--- src/rtl/tirq_pkg.sv ---
package tirq_pkg;
  // strobes from the control side to the timer datapath
  typedef struct packed {
    logic clrCnt;
    logic cntEn;
  } tmrStrb_t;

  typedef enum logic [1:0] {
    LAY_PAIR0 = 2'b00,
    LAY_PAIR1 = 2'b01,
    LAY_LOFIX = 2'b10,
    LAY_HIFIX = 2'b11
  } layout_e;
endpackage

--- src/rtl/tirq_ctrl.sv ---
module tirq_ctrl
  import tirq_pkg::*;
(
  input  logic       clk,
  input  logic       rst,
  input  logic       layoutWe,
  input  logic [1:0] layoutSel,
  input  logic       bankWe,
  input  logic [2:0] bankSel,
  input  logic       boardWe,
  input  logic [4:1] boardWord,
  output layout_e    layoutReg,
  output logic [2:0] bankReg,
  output logic [4:1] boardReg,
  output tmrStrb_t   strb
);
  always_ff @(posedge clk) begin
    if (rst) begin
      layoutReg <= LAY_HIFIX;
      bankReg   <= '0;
      boardReg  <= '0;
    end else begin
      if (layoutWe) layoutReg <= layout_e'(layoutSel);
      if (bankWe)   bankReg   <= bankSel;
      if (boardWe)  boardReg  <= boardWord;
    end
  end

  always_comb begin
    strb.clrCnt = boardWe & boardWord[4];
    strb.cntEn  = ~boardReg[4];
  end


  board_latch_chk: assert property (@(posedge clk) disable iff (rst)
    boardWe |=> boardReg == $past(boardWord));

  bank_latch_chk: assert property (@(posedge clk) disable iff (rst)
    bankWe |=> bankReg == $past(bankSel));
endmodule

--- src/rtl/tirq_timer.sv ---
module tirq_timer
  import tirq_pkg::*;
#(
  parameter int CNT_W = 30,
  parameter int DIP_W = 4
) (
  input  logic             clk,
  input  logic             rst,
  input  tmrStrb_t         strb,
  input  logic [DIP_W-1:0] dipSw,
  output logic             irqOut
);
  localparam int TOP_BITS = 5;
  localparam int SHIFT    = CNT_W - TOP_BITS;
  localparam logic [CNT_W:0] THRESH =
    {{(CNT_W+1-TOP_BITS){1'b0}}, {TOP_BITS{1'b1}}} << SHIFT;

  logic [CNT_W-1:0] cnt;
  logic [CNT_W:0]   cntInc;
  logic [CNT_W:0]   dipExt;
  logic             hit;

  assign cntInc = {1'b0, cnt} + 1'b1;
  assign dipExt = {{(CNT_W+1-DIP_W){1'b0}}, dipSw} << SHIFT;
  assign hit    = (cntInc | dipExt) >= THRESH;

  always_ff @(posedge clk) begin
    if (rst) begin
      cnt    <= '0;
      irqOut <= 1'b0;
    end else if (strb.clrCnt) begin
      cnt    <= '0;
      irqOut <= 1'b0;
    end else if (strb.cntEn) begin
      if (hit) begin
        cnt    <= '0;
        irqOut <= 1'b1;
      end else begin
        cnt <= cntInc[CNT_W-1:0];
      end
    end
  end


  irq_needs_count_chk: assert property (@(posedge clk) disable iff (rst)
    $rose(irqOut) |-> $past(strb.cntEn));

  ack_drops_irq_chk: assert property (@(posedge clk) disable iff (rst)
    strb.clrCnt |=> !irqOut && cnt == '0);

  frozen_count_chk: assert property (@(posedge clk) disable iff (rst)
    (!strb.cntEn && !strb.clrCnt) |=> $stable(cnt) && $stable(irqOut));

  irq_hold_chk: assert property (@(posedge clk) disable iff (rst)
    (irqOut && !strb.clrCnt) |=> irqOut);
endmodule

--- src/rtl/tirq_bankmap.sv ---
module tirq_bankmap
  import tirq_pkg::*;
#(
  parameter int BANK_W = 4
) (
  input  logic              clk,
  input  logic              rst,
  input  layout_e           layoutReg,
  input  logic [2:0]        bankReg,
  input  logic [3:1]        boardSel,
  output logic [BANK_W-1:0] bankLo,
  output logic [BANK_W-1:0] bankHi
);
  localparam logic [BANK_W-1:0] UPPER = BANK_W'(8);

  logic [BANK_W-1:0] bankVal;
  logic [BANK_W-1:0] pairBase;

  assign bankVal  = UPPER | BANK_W'(bankReg);
  assign pairBase = UPPER | BANK_W'({bankReg[2:1], 1'b0});

  always_comb begin
    if (!boardSel[3]) begin
      bankLo = BANK_W'({boardSel[2:1], 1'b0});
      bankHi = BANK_W'({boardSel[2:1], 1'b1});
    end else begin
      unique case (layoutReg)
        LAY_HIFIX: begin
          bankLo = bankVal;
          bankHi = UPPER | BANK_W'(7);
        end
        LAY_LOFIX: begin
          bankLo = UPPER;
          bankHi = bankVal;
        end
        default: begin
          bankLo = pairBase;
          bankHi = pairBase | BANK_W'(1);
        end
      endcase
    end
  end


  wide_pair_chk: assert property (@(posedge clk) disable iff (rst)
    !boardSel[3] |-> (bankHi == bankLo + 1'b1) && !bankLo[0]);

  upper_region_chk: assert property (@(posedge clk) disable iff (rst)
    boardSel[3] |-> bankLo[3] && bankHi[3]);
endmodule

--- src/rtl/tirq_board.sv ---
module tirq_board
  import tirq_pkg::*;
#(
  parameter int CNT_W  = 30,
  parameter int DIP_W  = 4,
  parameter int BANK_W = 4
) (
  input  logic              clk,
  input  logic              rst,
  input  logic              layoutWe,
  input  logic [1:0]        layoutSel,
  input  logic              bankWe,
  input  logic [2:0]        bankSel,
  input  logic              boardWe,
  input  logic [4:1]        boardWord,
  input  logic [DIP_W-1:0]  dipSw,
  output logic [BANK_W-1:0] bankLo,
  output logic [BANK_W-1:0] bankHi,
  output logic              irqOut
);
  layout_e    layoutReg;
  logic [2:0] bankReg;
  logic [4:1] boardReg;
  tmrStrb_t   strb;

  tirq_ctrl u_ctrl (
    .clk(clk), .rst(rst),
    .layoutWe(layoutWe), .layoutSel(layoutSel),
    .bankWe(bankWe), .bankSel(bankSel),
    .boardWe(boardWe), .boardWord(boardWord),
    .layoutReg(layoutReg), .bankReg(bankReg), .boardReg(boardReg),
    .strb(strb)
  );

  tirq_timer #(.CNT_W(CNT_W), .DIP_W(DIP_W)) u_timer (
    .clk(clk), .rst(rst), .strb(strb), .dipSw(dipSw), .irqOut(irqOut)
  );

  tirq_bankmap #(.BANK_W(BANK_W)) u_map (
    .clk(clk), .rst(rst),
    .layoutReg(layoutReg), .bankReg(bankReg), .boardSel(boardReg[3:1]),
    .bankLo(bankLo), .bankHi(bankHi)
  );
endmodule

--- config.mk ---
export PLATFORM = sky130hd
export DESIGN_NAME = tirq_board
export DESIGN_NICKNAME = d
export VERILOG_FILES = /design/src/rtl/tirq_pkg.sv /design/src/rtl/tirq_ctrl.sv /design/src/rtl/tirq_timer.sv /design/src/rtl/tirq_bankmap.sv /design/src/rtl/tirq_board.sv
export SDC_FILE = /design/constraint.sdc
export NUM_CORES = 1
export LEC_CHECK = 0
export ABC_CLOCK_PERIOD_IN_PS = 2200
export BUFFER_PORTS_ARGS = -buffer_cell sky130_fd_sc_hd__buf_2
export CAP_MARGIN = 40
export CORE_ASPECT_RATIO = 1.2
export CORE_MARGIN = 4
export CORE_UTILIZATION = 50
export DETAILED_ROUTE_END_ITERATION = 6
export PLACE_DENSITY = 0.83
export SKIP_LAST_GASP = 1
export SYNTH_ARGS = -nofsm -noshare
export SYNTH_HDL_FRONTEND = slang
export SYNTH_SLANG_ARGS = --single-unit
--- constraint.sdc ---
create_clock -name clk -period 2.2 [get_ports clk]
set_input_delay 0 -clock clk [delete_from_list [all_inputs] [get_ports clk]]
set_output_delay 0 -clock clk [all_outputs]
set_load 0.005 [all_outputs]
**Yosys cells after proc, flatten, opt, wreduce, memory -nomap -nowiden**

Cells that the tools add are included.

- Magnitude comparators: 1
- $add $sub $neg: 1
- Reduce and logical (&&, ||, !) cells: 2
- Eq/ne operators: 2
- Muxes and demuxes: 5
- Bitwise operators: 3

Operators by type and width:

| cell | count |
|---|---|
| 30-bit by 1-bit adder with 31-bit output, second input constant | 1 |
| 31-bit by 30-bit greater-or-equal comparator with 1-bit output, second input constant | 1 |
| 31-bit by 29-bit OR with 31-bit output | 1 |
| 30-bit two-way mux | 1 |
| 3-bit one-hot mux with 2 select lines | 2 |
| 4-bit two-way mux | 2 |
| 2-bit equality test, second input constant | 2 |
| 2-bit AND reduction | 1 |
| 2-bit OR reduction | 1 |
| 1-bit AND | 1 |
| 1-bit inverter | 1 |

- Flip-flop bits (word level): 40
- Input bits: 18
- Output and inout bits: 9
- Logic and storage cells: 19

**Depth between registers and ports, before layout**

Gate-level depths: netlist of run 1.

- Depth after elaboration: 4
- Mapped depth: 8
- Mapped depth without buffers: 7

**Hierarchy**

A second synthesis of run 1 with hierarchy kept.

- Cells, all modules: 345
- Area total of the unflattened synthesis: 2778.9 um^2

By module, submodules not included:

| module | cells each | instances | sequential area each (um^2) | area an instance (um^2) |
|---|---|---|---|---|
| tirq_timer | 295 | 1 | 620.6 | 2344.7 |
| tirq_ctrl | 31 | 1 | 180.2 | 335.3 |
| tirq_bankmap | 19 | 1 | 0.0 | 98.8 |

**Least setup slack after synthesis of run 1**

Ideal clock, no wire load.

- Kind: register -> register
- Start point: reg u_timer.cnt[0]
- End point: reg u_timer.cnt[0]
- Required time: 2.079 ns
- Clock period less this slack: 2.299 ns
- Arrival time: 2.178 ns
- Setup slack: -0.099 ns
- Stages on the path, launching flop included: 9
- Cell sequence: dfxtp_1 > ha_1 > nand3b_1 > or3_1 > or4_4 > or3_1 > clkinv_1 > buf_4 > nor3_1

- Longest elaborated chain between the ends: 4

Ends and longest elaborated chain:

| item | RTL line | source |
|---|---|---|
| start, declared | tirq_timer.sv:18 | `logic [CNT_W-1:0] cnt;` |
| start signal, assigned | tirq_timer.sv:39 | `cnt <= cntInc[CNT_W-1:0];` |
| 30-bit by 1-bit adder with 31-bit output (*) | tirq_timer.sv:23 | `assign cntInc = {1'b0, cnt} + 1'b1;` |
| 31-bit by 29-bit OR with 31-bit output | tirq_timer.sv:25 | `assign hit = (cntInc \| dipExt) >= THRESH;` |
| 31-bit by 30-bit greater-or-equal comparator with 1-bit output | tirq_timer.sv:25 |  |
| 30-bit two-way mux (*) | tirq_timer.sv:35 | `if (hit) begin` |

Every way passes the cells marked *; elsewhere a longest branch is shown, timed or not.
A chain may end at the register's enable or synchronous reset.

**Worst setup path in the final report of run 1**

- Start point: reg u_timer.cnt[0]
- End point: reg u_timer.cnt[7]

The elaborated chain is that of the path after synthesis.

==> results.toml, run 1 <==
[outcome]
outcome = "finished with violations"
violations = "negative setup slack"

[routing]
wl_per_cell_um = 19.4
drc = 0
drt_wl_total_um = 7380
drt_pass1_iterations = 4
drt_iter0_drc = 315
num_vias = 2275
vias_per_cell = 5.99
final_antenna_net_count = 0

[sta]
worst_slew_pin_slew_ns = 0.501
hold_violations = 0
rsz0062_at_grt = "true"
fin_ws_ns = -0.243
setup_viol = 31
final_max_slew_viol_count = 0
fin_hold_ws_ns = 0.00788
finalCritPeriodShare = 1.11
clock.fmax_mhz = 409
finClkSkew_ns = 0.0142
fin_crit_ns = 2.44
relSlewSlack = 0.663

[worst_setup_path]
r2r_slack_ns = -0.24
crit_type = "flip-flop to flip-flop"
critPathMaxFanout = 5
crit_start = "u_timer.cnt[0]"
worstSetupEndpointType = "flip-flop"
startpoint_type = "flip-flop"
critical_path.reg2reg.endpoint = "u_timer.cnt[7]"
arrival_ns = 2.64
r2r-start = "u_timer.cnt[0]"
required_ns = 2.40
r2r_cells = 9

[placement]
dp_slack_ns = -0.192
place_hpwl_um = 3720
gp_congestion = 0.851
port_buffers = 26
dpl-instance-area_um2 = 2540

[layout]
final_cell_area_um2 = 3100
mostFrequentLayoutCells = "48 x buf_4, 34 x dfxtp_1, 26 x nor2_1, 26 x buf_2, 19 x xnor2_1"
multi_input_area_um2 = 1380
antenna_cells = 0
final_net_count = 344
synthToLayoutAreaGrowth_pct = 52.2
fin_util = 0.788
nFillCells = 230
final_common_cell = "buf_4"
drive_gt1_frac = 0.399
final-seq-area_um2 = 808

[synth]
synth_area_um2 = 2040
netlist_instances = 238
ys_warn_count = 0
yosys.cell_types.count = 38
synthArstFlopShare = 0
synthFlopType = "dfxtp_1"
synth_nets = 257
syn_area_per_cell_um2 = 8.57
synth_seq_cells = 40
ys_seq_area_frac = 0.393
synth_edf_count = 0

[floorplanning]
fp.dieW_um = 66.3
num_rows = 25
coreArea_um2 = 3940
io_pins = 27
dieArea_um2 = 5170
start_util = 0.517
die_h_um = 78.0

[grt]
grt_util_all_layers = 0.269
grt_max_degree = 18
grt_first_pass_wirelength_um = 10800
grt_pass1_vias = 2379
gr-total-overflow = 0
antenna_found_initial = 0

[worst_hold_path]
whs_path_depth = 2
min-delay-start = "rst"
hold_end = "u_ctrl.bankReg[0]"
hold_path_class = "input port to flip-flop"

[pwr]
p_per_area_nw_per_um2 = 494
power_mw = 1.53
peakVddDrop_uv = 475
p_leak_nw = 1.20

[clock_network]
cts-root-buf = "clkbuf_8"
cts_inserted_buffers = 5
cts_max_path_buffers = 2
cts_tree = "done"
clkLatencyLatePin_ns = 0.31
cts.sinks = 40
htreeDepth = 2
clk_pin_slew_ns = 0.08

[flow_run]
maxCapViolCount = 0
-- stage by stage --
step	cells	TNS, ns
floorplan	238	0
global route	380	-10.16
detailed placement	352	-5.10
CTS	378	-1.90
global placement	352	-3.74
finish	380	-6.69
-- worst max-delay path by stage --
| stage | endpoint | slack [ns] |
|---|---|---|
| after floorplan | u_timer.cnt[0] | 0.004 |
| after CTS | u_timer.cnt[11] | -0.08 |
| after global placement | u_timer.cnt[17] | -0.14 |
| final | u_timer.cnt[7] | -0.24 |
| after global routing | u_timer.cnt[1] | -0.35 |
| after detailed placement | u_timer.cnt[19] | -0.19 |
-- area by class of cell --
| type | instances | area share |
|---|---|---|
| Sequential cell | 40 | 0.260 |
| Clock inverter | 2 | 0.0113 |
| Clock buffer | 6 | 0.0234 |
| Tap cell | 54 | 0.0218 |
| Multi-Input combinational cell | 178 | 0.445 |
| Timing Repair Buffer | 92 | 0.227 |
| Inverter | 8 | 0.0113 |
-- report_power, final --
part / switching (mW) / total, mW / internal [mW]
Sequential: 0.0173 / 0.756 / 0.739
Combinational: 0.0822 / 0.170 / 0.0881
Clock: 0.272 / 0.608 / 0.337
-- worst max-delay path, cell delays in order, from the launching register on --
cell       delay (ns)
dfxtp_2          0.37
ha_2             0.21
and3_1           0.23
nor4b_2          0.32
and4_1           0.32
o31ai_4          0.12
o41ai_4          0.35
buf_6            0.19
clkbuf_16        0.17
nor3_2           0.05
-- metal layers --
layer  wire (um)  global-route usage  share of wire  vias to the layer above
met1        2490               0.273           0.34                     1084
met4         485               0.134          0.066                        0
li1            -                   -              -                     1027
met2        3970               0.495           0.54                      111
met3         434              0.0666          0.059                       53
met5           0                   0              0                        -
-- sequential cells by signal, indices dropped and copies added (netlist names) --
signal / count
u_ctrl.boardReg: 4
u_ctrl.bankReg: 3
u_ctrl.layoutReg: 2
u_timer.cnt: 30
u_timer.irqOut: 1
-- kinds of logic after synthesis --
family | count (synthesis) | synth area share
AOI/OAI and AO/OA | 17 | 0.0632
and+or+nand+nor | 123 | 0.329
xor gates and xnor gates | 29 | 0.125
adders and majority gates | 1 | 0.00613
buffers and inverters | 20 | 0.0448
DFF | 40 | 0.393
muxes | 8 | 0.0393
-- synthesized netlist by cell type, types with 2 or more instances --
| cell type | n | area, um^2 |
|---|---|---|
| dfxtp_1 | 40 | 801 |
| nor2_1 | 30 | 113 |
| nor3_1 | 23 | 115 |
| xnor2_1 | 19 | 166 |
| nand4_1 | 13 | 81.3 |
| nand2_1 | 10 | 37.5 |
| xor2_1 | 10 | 87.6 |
| nand3_1 | 9 | 45.0 |
| and3_1 | 8 | 50.1 |
| mux2i_1 | 8 | 80.1 |
| nor4_1 | 8 | 50.1 |
| inv_1 | 7 | 26.3 |
| a21oi_1 | 5 | 25.0 |
| and4_1 | 5 | 43.8 |
| clkbuf_1 | 5 | 18.8 |
| buf_2 | 4 | 20.0 |
| nor2b_1 | 4 | 25.0 |
| buf_4 | 3 | 22.5 |
| o31a_1 | 3 | 26.3 |
| a211o_1 | 2 | 17.5 |
| o22ai_1 | 2 | 12.5 |
| or3_1 | 2 | 12.5 |
| or4_1 | 2 | 15.0 |
| or4_4 | 2 | 22.5 |
-- timing repair --
action / 4_1_cts / 5_1_grt
endpoints found under the setup margin: 31 / 31
gates cloned: 1 / 1
pin swaps: 7 / 15
hold endpoints to repair: 9 / 0
hold buffers: 12 / 0
setup buffers: 5 / 2
gates resized for setup: 17 / 38
No activity file was read; power rests on OpenSTA's default activity.
==> inputs of run 2 (changes only) <==
- HOLD_SLACK_MARGIN: default -> 0.1
==> results.toml, run 2 (synthesized netlist as in run 1, its figures left out) <==
[outcome]
outcome = "finished with violations"
violations = "negative setup slack"

[floorplanning]
dieArea_um2 = 5170
fp.dieW_um = 66.3
die_h_um = 78.0
start_util = 0.517
num_rows = 25
coreArea_um2 = 3940
io_pins = 27

[pwr]
p_per_area_nw_per_um2 = 485
power_mw = 1.57
p_leak_nw = 1.26
peakVddDrop_uv = 548

[sta]
finalCritPeriodShare = 1.10
finClkSkew_ns = 0.0181
hold_violations = 0
rsz0062_at_grt = "true"
final_max_slew_viol_count = 0
worst_slew_pin_slew_ns = 0.495
fin_ws_ns = -0.217
relSlewSlack = 0.667
fin_crit_ns = 2.42
setup_viol = 31
clock.fmax_mhz = 414

[routing]
drt_pass1_iterations = 6
final_antenna_net_count = 0
drt_iter0_drc = 387
drt_wl_total_um = 8490
num_vias = 2476
vias_per_cell = 6.28
wl_per_cell_um = 21.5
drc = 0

[layout]
final-seq-area_um2 = 820
fin_util = 0.823
multi_input_area_um2 = 1390
mostFrequentLayoutCells = "49 x buf_4, 29 x dfxtp_1, 26 x nor2_1, 26 x buf_2, 25 x dlygate4sd3_1"
antenna_cells = 0
drive_gt1_frac = 0.394
synthToLayoutAreaGrowth_pct = 59.0
nFillCells = 219
top_regs = "u_timer.cnt: 30 flops, u_ctrl.boardReg: 4 flops, u_ctrl.bankReg: 3 flops"
final_common_cell = "buf_4"
largest_reg_flops = 30
largest-register = "u_timer.cnt"
final_net_count = 358

[clock_network]
cts-root-buf = "clkbuf_8"
clk_pin_slew_ns = 0.09
clkLatencyLatePin_ns = 0.31
cts_tree = "done"
cts_max_path_buffers = 2
cts.sinks = 40
cts_inserted_buffers = 5
htreeDepth = 2

[worst_setup_path]
worstSetupEndpointType = "flip-flop"
arrival_ns = 2.61
startpoint_type = "flip-flop"
crit_type = "flip-flop to flip-flop"
crit_slowest_cell = "or4_4"
required_ns = 2.39
crit_buf_inv = 2
max_stage_delay_ns = 0.62
critPathMaxFanout = 9
crit_chain = "nand4_1 > or4_4 > nor4_4 > nor4_4 > o41ai_4 > buf_6 > buf_6 > nor2_1"
crit_family = "simple AND/OR/NAND/NOR gates"

[placement]
place_hpwl_um = 3720
port_buffers = 26
dp_slack_ns = -0.192
gp_congestion = 0.851

[grt]
gr-total-overflow = 0
grt_util_all_layers = 0.317
antenna_found_initial = 0
grt_first_pass_wirelength_um = 12300
grt_pass1_vias = 2519
grt_max_degree = 18

[worst_hold_path]
hold_path_class = "input port to flip-flop"

[flow_run]
maxCapViolCount = 0
==> run 2: changes by cell type in the layout (fill, tap and decap cells not counted), moves of 2 or more <==
cell / before / now
dfxtp_4: 0 / 2
nor3_1: 8 / 12
nor3_2: 13 / 9
dfxtp_1: 34 / 29
buf_8: 3 / 1
dfxtp_2: 6 / 9
dlygate4sd3_1: 12 / 25
==> run 2: per-stage QoR <==
stage                     setup TNS (ns)  std cells  instance area, um^2  hold WS, ns
after global placement             -3.74        352                 2540        0.205
after detailed placement           -5.10        352                 2540        0.214
after CTS                          -1.90        391                 3020        0.151
after global routing               -7.99        394                 3240        0.165
after floorplan                        0        238                 2060        0.118
final                              -6.04        394                 3240        0.165
==> run 2: worst paths after layout <==
kind | from | endpoint | slack [ns] | cells past startpoint
max reg2reg | u_timer.cnt[1] | u_timer.cnt[18] | -0.22 | 8
min reg2reg | u_timer.irqOut | u_timer.irqOut | 0.55 | 1
min | boardWe | u_timer.irqOut | 0.17 | 3
max | u_timer.cnt[1] | u_timer.cnt[18] | -0.22 | 8
==> run 2: power breakdown <==
part | switching [mW] | internal (mW) | total (mW) | leakage, nW
registers | 0.0210 | 0.738 | 0.759 | 0.330
clock network | 0.277 | 0.337 | 0.614 | 0.0552
logic | 0.0927 | 0.107 | 0.199 | 0.877
==> run 2: per-layer routing <==
| layer | track usage | part of all wire |
|---|---|---|
| met1 | 0.315 | 0.33 |
| met2 | 0.567 | 0.52 |
| met3 | 0.0781 | 0.065 |
| met4 | 0.201 | 0.086 |
| met5 | 0 | 0 |
==> run 2: worst min-delay path: stages <==
cell and delay, ns:
buf_2 0.17, a21oi_1 0.14, o31a_1 0.13
==> run 2: repair_timing <==
action | in CTS | in global routing
gates resized for setup | 17 | 40
gates cloned | 1 | 2
hold buffers | 25 | 0
endpoints found under the setup margin | 31 | 31
hold endpoints to repair | 10 | 0
setup buffers | 5 | 3
pin swaps | 7 | 9
==> run 2: layout make-up <==
type	count	area share
multi-input cells	178	0.427
repair inverters	1	0.00154
flip-flops and latches	40	0.253
well taps	54	0.0208
clock inverters	2	0.0108
inverters	8	0.0108
repair buffers	105	0.253
clock buffers	6	0.0224
